[config.mk]
export PLATFORM = sky130hd
export DESIGN_NAME = ata_regfile
export DESIGN_NICKNAME = d
export VERILOG_FILES = /design/src/rtl/ata_pkg.sv /design/src/rtl/ata_addr_dec.sv /design/src/rtl/ata_param_regs.sv /design/src/rtl/ata_status_ctl.sv /design/src/rtl/ata_regfile.sv
export SDC_FILE = /design/constraint.sdc
export NUM_CORES = 1
export LEC_CHECK = 0
export BUFFER_PORTS_ARGS = -buffer_cell sky130_fd_sc_hd__buf_2
export CAP_MARGIN = 20
export CORE_MARGIN = 10
export CORE_UTILIZATION = 45
export CTS_CLUSTER_DIAMETER = 80
export DETAILED_ROUTE_END_ITERATION = 8
export PLACE_DENSITY = 0.77
export SYNTH_ARGS = -nofsm -noshare
export SYNTH_HDL_FRONTEND = slang
export SYNTH_SLANG_ARGS = --single-unit
[constraint.sdc]
create_clock -name clk -period 3.6 [get_ports clk]
set_input_delay 0.54 -clock clk [delete_from_list [all_inputs] [get_ports clk]]
set_output_delay 0.54 -clock clk [all_outputs]
set_load 0.02 [all_outputs]
[src/rtl/ata_pkg.sv]
// Shared types and constants for the disk bus register file.
// Assumes one access per cycle, at most one of read/write strobes high.
package ata_pkg;
    typedef enum logic [3:0] {
        ACC_NONE, ACC_DATA, ACC_ERRFEAT, ACC_COUNT, ACC_SECT,
        ACC_CYLL, ACC_CYLH, ACC_DEVHEAD, ACC_STATCMD, ACC_CTL
    } acc_t;

    localparam int DEV_BIT  = 4;
    localparam int NIEN_BIT = 1;

    // Assemble the status byte from its live fields.
    function automatic logic [7:0] status_byte(input logic bsy, input logic drq, input logic err);
        status_byte = {bsy, ~bsy, 2'b00, drq, 2'b00, err};
    endfunction
endpackage

[src/rtl/ata_addr_dec.sv]
// Address decoder: maps the two selects and offset to one register slot.
// Assumes selects are active high; both high together reach nothing.
module ata_addr_dec
    import ata_pkg::*;
#(
    parameter int ADDR_W     = 3,
    parameter int CTL_OFFSET = 6
) (
    input  logic              sel_cmd,
    input  logic              sel_ctl,
    input  logic [ADDR_W-1:0] addr,
    output acc_t              acc
);
    // Pure combinational slot selection.
    always_comb begin
        acc = ACC_NONE;
        if (sel_cmd && !sel_ctl) begin
            case (addr)
                3'd0:    acc = ACC_DATA;
                3'd1:    acc = ACC_ERRFEAT;
                3'd2:    acc = ACC_COUNT;
                3'd3:    acc = ACC_SECT;
                3'd4:    acc = ACC_CYLL;
                3'd5:    acc = ACC_CYLH;
                3'd6:    acc = ACC_DEVHEAD;
                default: acc = ACC_STATCMD;
            endcase
        end else if (sel_ctl && !sel_cmd && addr == ADDR_W'(CTL_OFFSET)) begin
            acc = ACC_CTL;
        end
    end
endmodule

[src/rtl/ata_param_regs.sv]
// Parameter storage: features, count, sector, cylinder, device/head and
// device control. Accepted regardless of device selection.
module ata_param_regs
    import ata_pkg::*;
#(
    parameter int REG_W = 8
) (
    input  logic             clk,
    input  logic             rst_n,
    input  logic             wr,
    input  acc_t             acc,
    input  logic [REG_W-1:0] wbyte,
    output logic [REG_W-1:0] feature,
    output logic [REG_W-1:0] count,
    output logic [REG_W-1:0] sector,
    output logic [REG_W-1:0] cyl_lo,
    output logic [REG_W-1:0] cyl_hi,
    output logic [REG_W-1:0] devhead,
    output logic [REG_W-1:0] devctl
);
    // Load the addressed parameter register on a write strobe.
    always_ff @(posedge clk) begin
        if (!rst_n) begin
            feature <= '0; count <= '0; sector <= '0;
            cyl_lo  <= '0; cyl_hi <= '0; devhead <= '0; devctl <= '0;
        end else if (wr) begin
            case (acc)
                ACC_ERRFEAT: feature <= wbyte;
                ACC_COUNT:   count   <= wbyte;
                ACC_SECT:    sector  <= wbyte;
                ACC_CYLL:    cyl_lo  <= wbyte;
                ACC_CYLH:    cyl_hi  <= wbyte;
                ACC_DEVHEAD: devhead <= wbyte;
                ACC_CTL:     devctl  <= wbyte;
                default:     ;
            endcase
        end
    end
endmodule

[src/rtl/ata_status_ctl.sv]
// Command launch and completion tracking: busy, error latch, interrupt
// pending and the start pulse. Assumes cmd_go already includes selection.
module ata_status_ctl #(
    parameter int REG_W = 8
) (
    input  logic             clk,
    input  logic             rst_n,
    input  logic             cmd_go,
    input  logic             stat_rd,
    input  logic [REG_W-1:0] wbyte,
    input  logic             be_done,
    input  logic             be_err,
    input  logic [REG_W-1:0] be_err_code,
    output logic             bsy,
    output logic             err_flag,
    output logic [REG_W-1:0] err_code,
    output logic             pend,
    output logic             cmd_start,
    output logic [REG_W-1:0] cmd_code
);
    // Launch on accepted command, retire on back-end done, ack on status read.
    always_ff @(posedge clk) begin
        if (!rst_n) begin
            bsy <= 1'b0; err_flag <= 1'b0; err_code <= '0;
            pend <= 1'b0; cmd_start <= 1'b0; cmd_code <= '0;
        end else begin
            cmd_start <= 1'b0;
            if (cmd_go && !bsy) begin
                bsy       <= 1'b1;
                cmd_start <= 1'b1;
                cmd_code  <= wbyte;
                err_flag  <= 1'b0;
                err_code  <= '0;
                pend      <= 1'b0;
            end else if (be_done && bsy) begin
                bsy      <= 1'b0;
                err_flag <= be_err;
                err_code <= be_err ? be_err_code : '0;
                pend     <= 1'b1;
            end else if (stat_rd) begin
                pend <= 1'b0;
            end
        end
    end
endmodule

[src/rtl/ata_regfile.sv]
// Top of the device register file: decode, parameter storage, command
// tracking, read mux, device selection and interrupt gating.
// Assumes strobes are synchronous single-cycle pulses on clk.
module ata_regfile
    import ata_pkg::*;
#(
    parameter int DATA_W     = 16,
    parameter int REG_W      = 8,
    parameter int ADDR_W     = 3,
    parameter int HEAD_W     = 4,
    parameter int CTL_OFFSET = 6
) (
    input  logic              clk,
    input  logic              rst_n,
    input  logic              dev_id,
    input  logic              bus_sel_cmd,
    input  logic              bus_sel_ctl,
    input  logic [ADDR_W-1:0] bus_addr,
    input  logic              bus_rd,
    input  logic              bus_wr,
    input  logic [DATA_W-1:0] bus_wdata,
    output logic [DATA_W-1:0] bus_rdata,
    output logic              bus_rdata_oe,
    output logic              intrq,
    output logic              cmd_start,
    output logic [REG_W-1:0]  cmd_code,
    output logic [REG_W-1:0]  par_feature,
    output logic [REG_W-1:0]  par_count,
    output logic [REG_W-1:0]  par_sector,
    output logic [2*REG_W-1:0] par_cyl,
    output logic [HEAD_W-1:0] par_head,
    input  logic              be_done,
    input  logic              be_err,
    input  logic [REG_W-1:0]  be_err_code,
    input  logic              be_drq,
    input  logic [DATA_W-1:0] be_rdata,
    output logic              data_rd_en,
    output logic              data_wr_en
);
    localparam int PAD_W = DATA_W - REG_W;

    acc_t             acc;
    logic [REG_W-1:0] wbyte, cyl_lo, cyl_hi, devhead, devctl;
    logic [REG_W-1:0] err_code, stat;
    logic             selected, bsy_q, err_flag, pend_q, nien;

    assign wbyte = bus_wdata[REG_W-1:0];

    ata_addr_dec #(.ADDR_W(ADDR_W), .CTL_OFFSET(CTL_OFFSET)) u_dec (
        .sel_cmd(bus_sel_cmd), .sel_ctl(bus_sel_ctl), .addr(bus_addr), .acc(acc)
    );

    ata_param_regs #(.REG_W(REG_W)) u_par (
        .clk(clk), .rst_n(rst_n), .wr(bus_wr), .acc(acc), .wbyte(wbyte),
        .feature(par_feature), .count(par_count), .sector(par_sector),
        .cyl_lo(cyl_lo), .cyl_hi(cyl_hi), .devhead(devhead), .devctl(devctl)
    );

    ata_status_ctl #(.REG_W(REG_W)) u_stat (
        .clk(clk), .rst_n(rst_n),
        .cmd_go(bus_wr && selected && acc == ACC_STATCMD),
        .stat_rd(bus_rd && selected && acc == ACC_STATCMD),
        .wbyte(wbyte), .be_done(be_done), .be_err(be_err), .be_err_code(be_err_code),
        .bsy(bsy_q), .err_flag(err_flag), .err_code(err_code), .pend(pend_q),
        .cmd_start(cmd_start), .cmd_code(cmd_code)
    );

    assign selected = (devhead[DEV_BIT] == dev_id);
    assign nien     = devctl[NIEN_BIT];
    assign par_cyl  = {cyl_hi, cyl_lo};
    assign par_head = devhead[HEAD_W-1:0];
    assign stat     = status_byte(bsy_q, be_drq, err_flag);
    assign intrq    = pend_q && !nien && selected;

    assign data_rd_en = bus_rd && selected && acc == ACC_DATA;
    assign data_wr_en = bus_wr && selected && acc == ACC_DATA;

    // Read mux: only readable slots drive, and only while selected.
    always_comb begin
        bus_rdata    = '0;
        bus_rdata_oe = 1'b0;
        if (bus_rd && selected) begin
            case (acc)
                ACC_DATA:    begin bus_rdata = be_rdata;                  bus_rdata_oe = 1'b1; end
                ACC_ERRFEAT: begin bus_rdata = {{PAD_W{1'b0}}, err_code}; bus_rdata_oe = 1'b1; end
                ACC_STATCMD,
                ACC_CTL:     begin bus_rdata = {{PAD_W{1'b0}}, stat};     bus_rdata_oe = 1'b1; end
                default:     ;
            endcase
        end
    end
endmodule

# [Word level (Yosys, flattened, before mapping)]
# Cells that the tools add are included.
[totals] output_inout_bits=73 word_cells=74 in_bits=53 regBits=67
[op_classes] n_eq_ne=16 n_bitwise=2 n_reduce_logical=30 mux=13
[op_table] cell="16-bit one-hot mux with 3 select lines" n=1
[op_table] cell="4-bit one-hot mux with 7 select lines" n=1
[op_table] cell="4-bit by 3-bit == test with 1-bit output (second input constant)" n=4
[op_table] cell="16-bit two-way mux" n=1
[op_table] cell="2-bit AND reduction" n=7
[op_table] cell="1-bit logical AND" n=13
[op_table] cell="3-bit == test (second input constant)" n=3
[op_table] cell="4-bit by 2-bit == test with 1-bit output (second input constant)" n=2
[op_table] cell="4-bit == test (second input constant)" n=2
[op_table] cell="4-bit two-way mux" n=2
[op_table] cell="8-bit two-way mux" n=1
[op_table] cell="1-bit two-way mux" n=7
[op_table] cell="3-bit by 2-bit == test with 1-bit output (second input constant)" n=2
[op_table] cell="4-bit by 1-bit == test with 1-bit output (second input constant)" n=1
[op_table] cell="1-bit zero test" n=4
[op_table] cell="2-bit nonzero test" n=2
[op_table] cell="2-bit OR reduction" n=2
[op_table] cell="4-bit OR reduction" n=1
[op_table] cell="3-bit by 1-bit == test with 1-bit output (second input constant)" n=1
[op_table] cell="3-bit zero test" n=1
[op_table] cell="1-bit inverter" n=2
[op_table] cell="1-bit == test" n=1

# [Longest topological paths before layout]
# Gate-level depths: netlist (run 1).
[logic_depth] word_depth=9 depth_mapped=7 depth_no_buf=6

# [Hierarchy]
# A second synthesis (run 1) with hierarchy kept.
[hier_totals] hier_cells=365 area_unflattened_um2=3554.7
[by_module_without_submodules] module="ata_param_regs" area_each_um2=2075.7 cells_each=199 seq_area_each_um2=1121.1 instances=1
[by_module_without_submodules] module="ata_status_ctl" area_each_um2=965.9 cells_each=90 seq_area_each_um2=400.4 instances=1
[by_module_without_submodules] module="ata_regfile" area_each_um2=346.6 cells_each=53 seq_area_each_um2=0.0 instances=1
[by_module_without_submodules] module="ata_addr_dec" area_each_um2=166.4 cells_each=23 seq_area_each_um2=0.0 instances=1

# [Worst setup path before layout (run 1)]
# No wires, ideal clock.
[synth_path] path_type="input -> output" from="input bus_addr[0]" to="output bus_rdata[6]" arrival_ns=2.099 path_buffers=1 path_stages=7 path_slack_ns=0.961 t_required_ns=3.060 path_cell_list="inv_1 -> ha_1 -> nor2_1 -> and4_1 -> clkbuf_1 -> a22oi_1 -> a21oi_1"
[synth_via] elab_chain_cells=8 elab_cells_between_ends=18 classes_between="eq/ne: 10; mux: 5; reduce/logical: 3"
[synth_rtl] element="start: declaration" line_no="ata_regfile.sv:18" source="input logic [ADDR_W-1:0] bus_addr,"
[synth_rtl] element="parallel branches: the longest is 3 deep, another holds 4-bit one-hot mux with 7 select lines"
[synth_rtl] element="4-bit two-way mux (*)" line_no="ata_addr_dec.sv:17" source="if (sel_cmd && !sel_ctl) begin"
[synth_rtl] element="4-bit == test" line_no="ata_regfile.sv:83" source="case (acc)"
[synth_rtl] element="2-bit OR reduction" line_no="ata_regfile.sv:83"
[synth_rtl] element="16-bit one-hot mux with 3 select lines (*)" line_no="ata_regfile.sv:83"
[synth_rtl] element="16-bit two-way mux (*)" line_no="ata_regfile.sv:82" source="if (bus_rd && selected) begin"
[synth_rtl] element="end: declaration" line_no="ata_regfile.sv:22" source="output logic [DATA_W-1:0] bus_rdata,"
# Mark *: on every way between the ends.

# [Worst setup path after layout (run 1)]
[layout_path] from="input bus_addr[0]" to="output bus_rdata[14]"
# The elaborated chain is that of the path after synthesis.

==> results of run 1 <==
worst max-delay path: stages:
cell and delay, ns:
buf_2 0.12, ha_1 0.22, or2_4 0.27, nor4_1 0.26, buf_4 0.22, nor2b_1 0.37, and2_1 0.19, buf_2 0.17
routing by layer:
layer  share of wire  wire (microns)  up-vias  GRT usage
met1            0.40            3350     1246      0.180
met2            0.48            4020      109      0.259
met4           0.011              93        0     0.0606
met3            0.11             893       10     0.0879
li1                -               -     1281          -
met5               0               0        -          0
cells by family (layout without fill, tap and decap cells):
| group | count (synthesis) | in the layout | synth area share |
|---|---|---|---|
| and+or+nand+nor | 131 | 131 | 0.226 |
| DFF | 66 | 66 | 0.461 |
| muxes | 54 | 54 | 0.189 |
| AOI/OAI and AO/OA | 30 | 30 | 0.0690 |
| buffers and inverters | 20 | 139 | 0.0319 |
| adders and majority gates | 4 | 4 | 0.0175 |
| xor gates and xnor gates | 2 | 2 | 0.00611 |
cell usage after synthesis, types with 2 or more instances:
| cell type | n | area, sq um |
|---|---|---|
| a32oi_1 | 3 | 26.3 |
| a21oi_1 | 16 | 80.1 |
| clkbuf_1 | 11 | 41.3 |
| nand3_1 | 9 | 45.0 |
| nand3b_1 | 2 | 15.0 |
| o41ai_1 | 2 | 17.5 |
| nor3b_1 | 2 | 15.0 |
| nor2_1 | 26 | 97.6 |
| inv_1 | 2 | 7.51 |
| ha_1 | 4 | 50.1 |
| nand3_2 | 3 | 30.0 |
| buf_4 | 4 | 30.0 |
| dfxtp_1 | 66 | 1320 |
| a22oi_1 | 5 | 37.5 |
| nor2b_1 | 2 | 12.5 |
| and3_1 | 2 | 12.5 |
| mux2i_1 | 54 | 541 |
| nand2b_1 | 2 | 12.5 |
| and2_1 | 9 | 56.3 |
| nand2_1 | 62 | 233 |
sequential cells by signal, indices dropped and copies added (netlist names):
name / cells
u_par.count: 8
u_par.cyl_hi: 8
u_par.cyl_lo: 8
u_par.devctl: 1
u_par.devhead: 5
u_par.feature: 8
u_par.sector: 8
u_stat.bsy: 1
u_stat.cmd_code: 8
u_stat.cmd_start: 1
u_stat.err_code: 8
u_stat.err_flag: 1
u_stat.pend: 1
power breakdown:
group	switching [uW]	total, uW	internal, uW	leakage [uW]
registers	3.28	739	736	0.000532
clock network	289	578	289	0.0000919
logic	76.8	121	44.3	0.00133
total	369	1440	1070	0.00195
final timing paths:
path	from	end	slack, ns	depth (start not counted)
worst min-delay path	u_stat.err_code[1]$_SDFFE_PP0P_	u_stat.err_code[1]$_SDFFE_PP0P_	0.46	2
worst min register to register	u_stat.err_code[1]$_SDFFE_PP0P_	u_stat.err_code[1]$_SDFFE_PP0P_	0.46	2
worst max register to register	u_par.devhead[4]$_SDFFE_PN0P_	u_stat.cmd_code[2]$_SDFFE_PN0P_	1.88	3
worst max-delay path	bus_addr[0]	bus_rdata[14]	0.69	8
stage by stage:
| stage | cells | worst slack [ns] | util |
|---|---|---|---|
| detailed placement | 487 | 0.674 | 0.556 |
| floorplan | 307 | 0.961 | - |
| global route | 503 | 0.556 | 0.586 |
| finish | 503 | 0.694 | 0.586 |
| global placement | 487 | 0.772 | 0.556 |
| CTS | 503 | 0.676 | 0.586 |
area by class of cell:
type                       instances  area, sq um
multi-input combinational        221         1450
timing repair buffer             120          608
clock inverter                     5         37.5
inverter                           3         11.3
clock buffer                      11          151
fill                             559         2600
sequential                        66         1320
tap                               77         96.3
==> results_dict.tcl, run 1 <==
set metrics [dict create \
    slew_headroom 0.413 \
    final_cell_mix "117 x buf_2, 66 x dfxtp_1, 62 x nand2_1" \
    remaining_drc_errors 0 \
    setup_viol 0 \
    io_pins 126 \
    route.detailed.wl_per_inst_microns 16.6 \
    hold_violations 0 \
    syn_to_final_growth_pct 28.4 \
    setup_tns_ns 0 \
    dr.first_iter.drc_count 110 \
    grt_pass1_wl_mm 13.2 \
    drtAntennaViolNets 0 \
    synth_nets 364 \
    slew_viol_final 0 \
    final_area_sq_um 3680 \
    synth_cells 307 \
    first_pass_iters 4 \
    grt_use_total 0.163 \
    grt_pass1_vias 2702 \
    cts_setup_buffers 0 \
    total_power_uw 1440 \
    startpoint_type "input pin" \
    place_hpwl_mm 6.44 \
    worstSetupPathType "in2out" \
    numPortBuffers 117 \
    synth_flop_cell "dfxtp_1" \
    nets 478 \
    vias_per_cell 5.26 \
    synth_seq_cells 66 \
    cts_buffers 9 \
    clockBufferDepth 2 \
    place_area_sq_um 3490 \
    max_freq_mhz 344 \
    vdd_drop_max_mv 0.318 \
    n_antenna_cell 0 \
    tightest_slew_ns 0.871 \
    grt-ovfl-total 0 \
    clkSinkCount 66 \
    die_area_sq_um 9960 \
    power.density_nw_per_um2 391 \
    synth-edff-count 0 \
    critPathRequiredTime_ns 3.06 \
    ys_seq_area_frac 0.461 \
    hp-class "reg2reg" \
    drv_cap 0 \
    cp-end-kind "output pin" \
    ys_types 41 \
    htree_levels 3 \
    clock_skew_ns 0.00900 \
    grt_setup_unrepaired "no" \
    die_w_microns 99.8 \
    cts.hold.buffers_added 0 \
    synth_area_per_cell_sq_um 9.33 \
    final_common_cell "buf_2" \
    die_h_microns 99.8 \
    num_vias 2646 \
    grt_antenna_before_repair 0 \
    outcome "finished clean" \
    holdWs_ns 0.461 \
    period_share 0.807 \
    gp_congestion 0.794 \
    num_rows 29 \
    critPathArrivalTime_ns 2.37 \
    drive_above_1_share 0.340 \
    synth_area_sq_um 2870 \
    fp.coreArea_sq_um 6280 \
    clock_latency_ns 0.35 \
    p_leak_uw 0.00195 \
    wl_mm 8.36 \
    cts-root-buf "clkbuf_8" \
    initial_core_util 0.456 \
    cts_resized 0 \
    fin_crit_ns 2.91 \
    grt_max_degree 48 \
    clkTransAtPathRegs_ns 0.07 \
    yosysWarnings 0 \
    critPathMaxFanout 11 \
    cts_tree "yes" \
    synthArstFlopShare 0 \
]
Power figures use the tool's default switching activity.
==> run 2, diff against run 1 <==
ABC_AREA = 1   (was not set)
PLACE_DENSITY = 0.76   (was 0.77)
clock period = 3 ns   (was 3.6 ns; I/O delays follow)
==> run 2 against run 1 <==
Sequential cell count stayed put. Die area is 3.9% higher. Critical path type unchanged. Non-clock buffer count is 2 lower. Area after synthesis is 4.9% higher.
==> results_dict.tcl, run 2 <==
set metrics [dict create \
    vdd_drop_max_mv 0.467 \
    num_vias 2898 \
    use_met2 0.259 \
    cts-root-buf "clkbuf_8" \
    outcome "finished clean" \
    die_area_sq_um 10300 \
    grt_use_total 0.162 \
    dr.first_iter.drc_count 106 \
    place_hpwl_mm 6.61 \
    place_area_sq_um 3580 \
    cts_resized 0 \
    drtAntennaViolNets 0 \
    synth_nets 440 \
    htree_levels 3 \
    grt_max_degree 34 \
    yosysWarnings 0 \
    final_common_cell "buf_2" \
    synth_area_sq_um 3010 \
    hp-class "in2reg" \
    clkTransAtPathRegs_ns 0.08 \
    setup_tns_ns 0 \
    final_cell_mix "117 x buf_2, 66 x dfxtp_1, 62 x nor2_1" \
    first_pass_iters 4 \
    clockBufferDepth 2 \
    cts_setup_buffers 0 \
    grt_antenna_before_repair 0 \
    synth_area_per_cell_sq_um 7.85 \
    use_met3 0.0592 \
    clkSinkCount 66 \
    initial_core_util 0.468 \
    clock_latency_ns 0.34 \
    numPortBuffers 117 \
    io_pins 126 \
    syn_to_final_growth_pct 27.3 \
    gp_congestion 0.816 \
    num_rows 29 \
    cts.hold.buffers_added 0 \
    cts_tree "yes" \
    synthMostInstantiatedCell "dfxtp_1" \
    synth-edff-count 0 \
    placedCellCount 562 \
    synth_area_leaders "dfxtp_1 44%, o21ai_0 8.0%, nor2_1 7.7%" \
    setup_viol 0 \
    synth_cells 383 \
    top_usage_layer "met2" \
    startpoint_type "input pin" \
    worstSetupPathType "in2out" \
    route.detailed.wl_per_inst_microns 14.8 \
    fp.coreArea_sq_um 6420 \
    grt.met1_usage 0.191 \
    vias_per_cell 5.01 \
    synth.largest_area_cell "dfxtp_1" \
    ys_seq_area_frac 0.440 \
    stdcell_count 578 \
    nets 553 \
    synth_flop_cell "dfxtp_1" \
    finalWorstSetupSlack_ns 0.322 \
    wl_mm 8.55 \
    grt-ovfl-total 0 \
    drv_cap 0 \
    clock_skew_ns 0.00726 \
    cts_buffers 9 \
    p_leak_uw 0.00198 \
    die_h_microns 102 \
    critPathArrivalTime_ns 2.23 \
    tightest_slew_ns 0.550 \
    slew_headroom 0.633 \
    synth_top_area_share 0.440 \
    total_power_uw 2000 \
    n_antenna_cell 0 \
    critPathMaxFanout 15 \
    hold_violations 0 \
    post-place-ws_ns 0.332 \
    synthArstFlopShare 0 \
    remaining_drc_errors 0 \
    period_share 0.893 \
    max_freq_mhz 373 \
    synth_common_cells "66 x dfxtp_1, 62 x nor2_1, 48 x o21ai_0" \
    drive_above_1_share 0.337 \
    grt_setup_unrepaired "no" \
    ys_types 32 \
    grt_pass1_wl_mm 13.5 \
    cp-end-kind "output pin" \
    final_area_sq_um 3820 \
    grt_pass1_vias 2782 \
    critPathRequiredTime_ns 2.55 \
    fin_crit_ns 2.68 \
    power.density_nw_per_um2 524 \
    synth_seq_cells 66 \
    die_w_microns 102 \
    slew_viol_final 0 \
]
==> run 2: cell count changes in the layout (fill, tap and decap cells not counted), moves of 5 or more <==
cell / previous run / this run
nand3_1: 9 / 16
mux2i_1: 54 / 0
nor2_4: 0 / 6
nand2_1: 62 / 40
inv_2: 0 / 5
nor2_1: 26 / 62
nand2_4: 0 / 6
inv_1: 2 / 40
nor3_1: 0 / 8
o21ai_0: 1 / 48
a21oi_2: 0 / 5
and2_1: 9 / 0
a21oi_1: 16 / 33
==> run 2: area by class of cell <==
class / instances / area, sq um
Clock buffer: 10 / 128
Clock inverter: 6 / 115
Fill cell: 618 / 2600
Inverter: 46 / 178
Multi-Input combinational cell: 255 / 1390
Sequential cell: 66 / 1320
Tap cell: 77 / 96.3
Timing Repair Buffer: 118 / 593
==> run 2: kinds of logic (layout without fill, tap and decap cells) <==
kind of cell,after synthesis,after routing,share of synthesized area
buffers and inverters,62,180,0.0966
and+or+nand+nor,152,152,0.268
adders and majority gates,4,4,0.0167
xor gates and xnor gates,1,1,0.00291
DFF,66,66,0.440
AOI/OAI and AO/OA,98,98,0.176
==> run 2: per-layer routing <==
layer,share of wire,up-vias
li1,-,1466
met1,0.44,1332
met2,0.45,89
met3,0.091,11
met4,0.018,0
met5,0,-
==> run 2: worst paths after layout <==
check | from | endpoint | slack, ns | depth (start not counted)
setup / recovery | bus_addr[0] | bus_rdata[6] | 0.32 | 10
hold / removal | bus_wdata[4] | u_stat.cmd_code[4]$_SDFFE_PN0P_ | 0.35 | 3
setup reg to reg | u_par.devhead[4]$_SDFFE_PN0P_ | u_stat.cmd_code[1]$_SDFFE_PN0P_ | 1.55 | 7
hold reg to reg | u_stat.cmd_code[6]$_SDFFE_PN0P_ | u_stat.cmd_code[6]$_SDFFE_PN0P_ | 0.48 | 2
==> run 2: report_power, final <==
group	total [uW]	switching [uW]	internal (uW)	leakage, uW
clock network	916	360	555	0.000117
registers	893	5.94	887	0.000533
logic	196	132	63.3	0.00133
total	2000	498	1510	0.00198
==> run 2: worst max-delay path: stages <==
cell and delay (ns):
buf_2 0.10, inv_1 0.06, ha_1 0.42, nand4_1 0.23, inv_2 0.17, nand4_4 0.24
o21ai_0 0.25, nor2_1 0.06, nor2_1 0.08, buf_2 0.17
==> run 2: stage by stage <==
stage	utilization	hold slack [ns]
after floorplan	-	0.448
after global placement	0.558	0.456
after detailed placement	0.558	0.465
after CTS	0.596	0.335
after global routing	0.596	0.350
final	0.596	0.350
==> run 3, diff against run 2 <==
BUFFER_PORTS_ARGS = not set   (was -buffer_cell sky130_fd_sc_hd__buf_2)
DONT_BUFFER_PORTS = 1   (was not set)
PLACE_DENSITY = not set   (was 0.76)
==> run 3 against run 2 <==
Sequential cell count stayed put. Maximum frequency increased by 2.6%. Critical endpoint unchanged. Wire length is 6.8% lower. Highest routed layer unchanged. Hold slack got worse by 0.13 ns. Clock power fell by 9.0%. Critical path depth down 2. Clock-buffer cell count is the same. Die area unchanged. Via count down 17%.
==> results_dict.tcl, run 3 (synthesis gave the netlist of run 2 again) <==
set metrics [dict create \
    setup_tns_ns 0 \
    vdd_drop_max_mv 0.341 \
    die_area_sq_um 10300 \
    setup_viol 0 \
    top_layer_used "met4" \
    power_frac_clock 0.448 \
    hold_violations 0 \
    die_h_microns 102 \
    swShare 0.240 \
    netSwitchingPower_uw 447 \
    multi_input_area_sq_um 1390 \
    drive_above_1_share 0.136 \
    post-place-ws_ns 0.357 \
    initial_core_util 0.468 \
    cts-root-buf "clkbuf_8" \
    wl_mm 7.97 \
    n_antenna_cell 0 \
    grt_use_total 0.151 \
    syn_to_final_growth_pct 6.95 \
    num_rows 29 \
    finalWorstSetupSlack_ns 0.391 \
    place_hpwl_mm 6.16 \
    regArea_sq_um 1320 \
    grt_antenna_before_repair 0 \
    clock_latency_ns 0.33 \
    numPortBuffers 0 \
    cts_tree "yes" \
    grt_setup_unrepaired "no" \
    place_area_sq_um 2990 \
    slew_viol_final 0 \
    tightest_slew_ns 0.482 \
    io_pins 126 \
    num_vias 2419 \
    grt_pass1_wl_mm 12.4 \
    power.density_nw_per_um2 579 \
    cts_buffers 9 \
    critPathRequiredTime_ns 2.55 \
    critPathMaxFanout 15 \
    holdWs_ns 0.224 \
    grt-ovfl-total 0 \
    final_area_sq_um 3210 \
    dr_wl_met3_microns 980 \
    die_w_microns 102 \
    vias_per_cell 5.26 \
    cts_setup_buffers 0 \
    final_common_cell "dfxtp_1" \
    wl_met1_mm 3.27 \
    clockBufferDepth 2 \
    nets 435 \
    cts_resized 0 \
    drv_cap 0 \
    cts.hold.buffers_added 0 \
    cp-end-kind "output pin" \
    p_seq_frac 0.489 \
    worstSetupPathType "in2out" \
    gp_congestion 0.833 \
    clkTransAtPathRegs_ns 0.07 \
    max_freq_mhz 383 \
    fin_crit_ns 2.61 \
    p_comb_frac 0.062 \
    final_cell_mix "66 x dfxtp_1, 62 x nor2_1, 48 x o21ai_0" \
    route.detailed.wl_per_inst_microns 17.3 \
    n_fill_cell 648 \
    detailroute.wirelength.met2_mm 3.70 \
    critPathArrivalTime_ns 2.16 \
    outcome "finished clean" \
    first_pass_iters 4 \
    period_share 0.870 \
    slew_headroom 0.680 \
    startpoint_type "input pin" \
    htree_levels 3 \
    internal_power_uw 1410 \
    dr.first_iter.drc_count 112 \
    remaining_drc_errors 0 \
    fp.coreArea_sq_um 6420 \
    grt_pass1_vias 2355 \
    clkSinkCount 66 \
    drtAntennaViolNets 0 \
    hp-class "in2reg" \
    grt_max_degree 57 \
    clock_skew_ns 0.00911 \
    p_leak_uw 0.00140 \
]
## run 3: changes by cell type in the layout (fill, tap and decap cells not counted), sizes merged
| cell | previous run | this run |
|---|---|---|
| buf | 118 | 0 |
| clkinvlp | 1 | 0 |
| inv | 45 | 46 |
| bufinv | 3 | 2 |
| clkinv | 3 | 4 |
## run 3: worst max-delay path: stages
cell and delay (ns):
inv_1 0.03, ha_1 0.40, nand4_1 0.25, inv_2 0.17, nand4_4 0.24, o21ai_0 0.24
nor2_1 0.06, nor2_1 0.32
## run 3: worst paths after layout
path | from | end | slack, ns | depth (start not counted)
setup reg to reg | u_par.devhead[4]$_SDFFE_PN0P_ | u_stat.cmd_code[1]$_SDFFE_PN0P_ | 1.51 | 7
hold reg to reg | u_stat.pend$_SDFFE_PP0P_ | u_stat.pend$_SDFFE_PP0P_ | 0.47 | 2
setup / recovery | bus_addr[0] | bus_rdata[6] | 0.39 | 8
hold / removal | bus_wdata[5] | u_stat.cmd_code[5]$_SDFFE_PN0P_ | 0.22 | 2
## run 3: area by class of cell
type | instances | share of cell area
multi-input combinational | 255 | 0.434
sequential | 66 | 0.411
inverter | 46 | 0.0553
clock buffer | 10 | 0.0428
tap | 77 | 0.0300
clock inverter | 6 | 0.0272
## run 3: power by group through the flow
stage                     registers [uW]  logic, uW  clock network [uW]
after global placement               931        116                   0
after detailed placement             931        118                   0
after global routing                 911        132                 893
after CTS                            911        118                 853
final                                910        116                 834
after floorplan                      927        108                   0
## run 3: metal layers
layer / GRT usage / vias to the layer above
met2: 0.240 / 77
met4: 0.0429 / 0
met1: 0.173 / 1105
met3: 0.0824 / 2
met5: 0 / -
li1: - / 1235
## run 3: stage by stage
step,std cells,utilization,total power [uW]
final,460,0.500,1860
after global routing,460,0.500,1940
after CTS,460,0.500,1880
after detailed placement,444,0.465,1050
after global placement,444,0.465,1050
after floorplan,383,-,1030
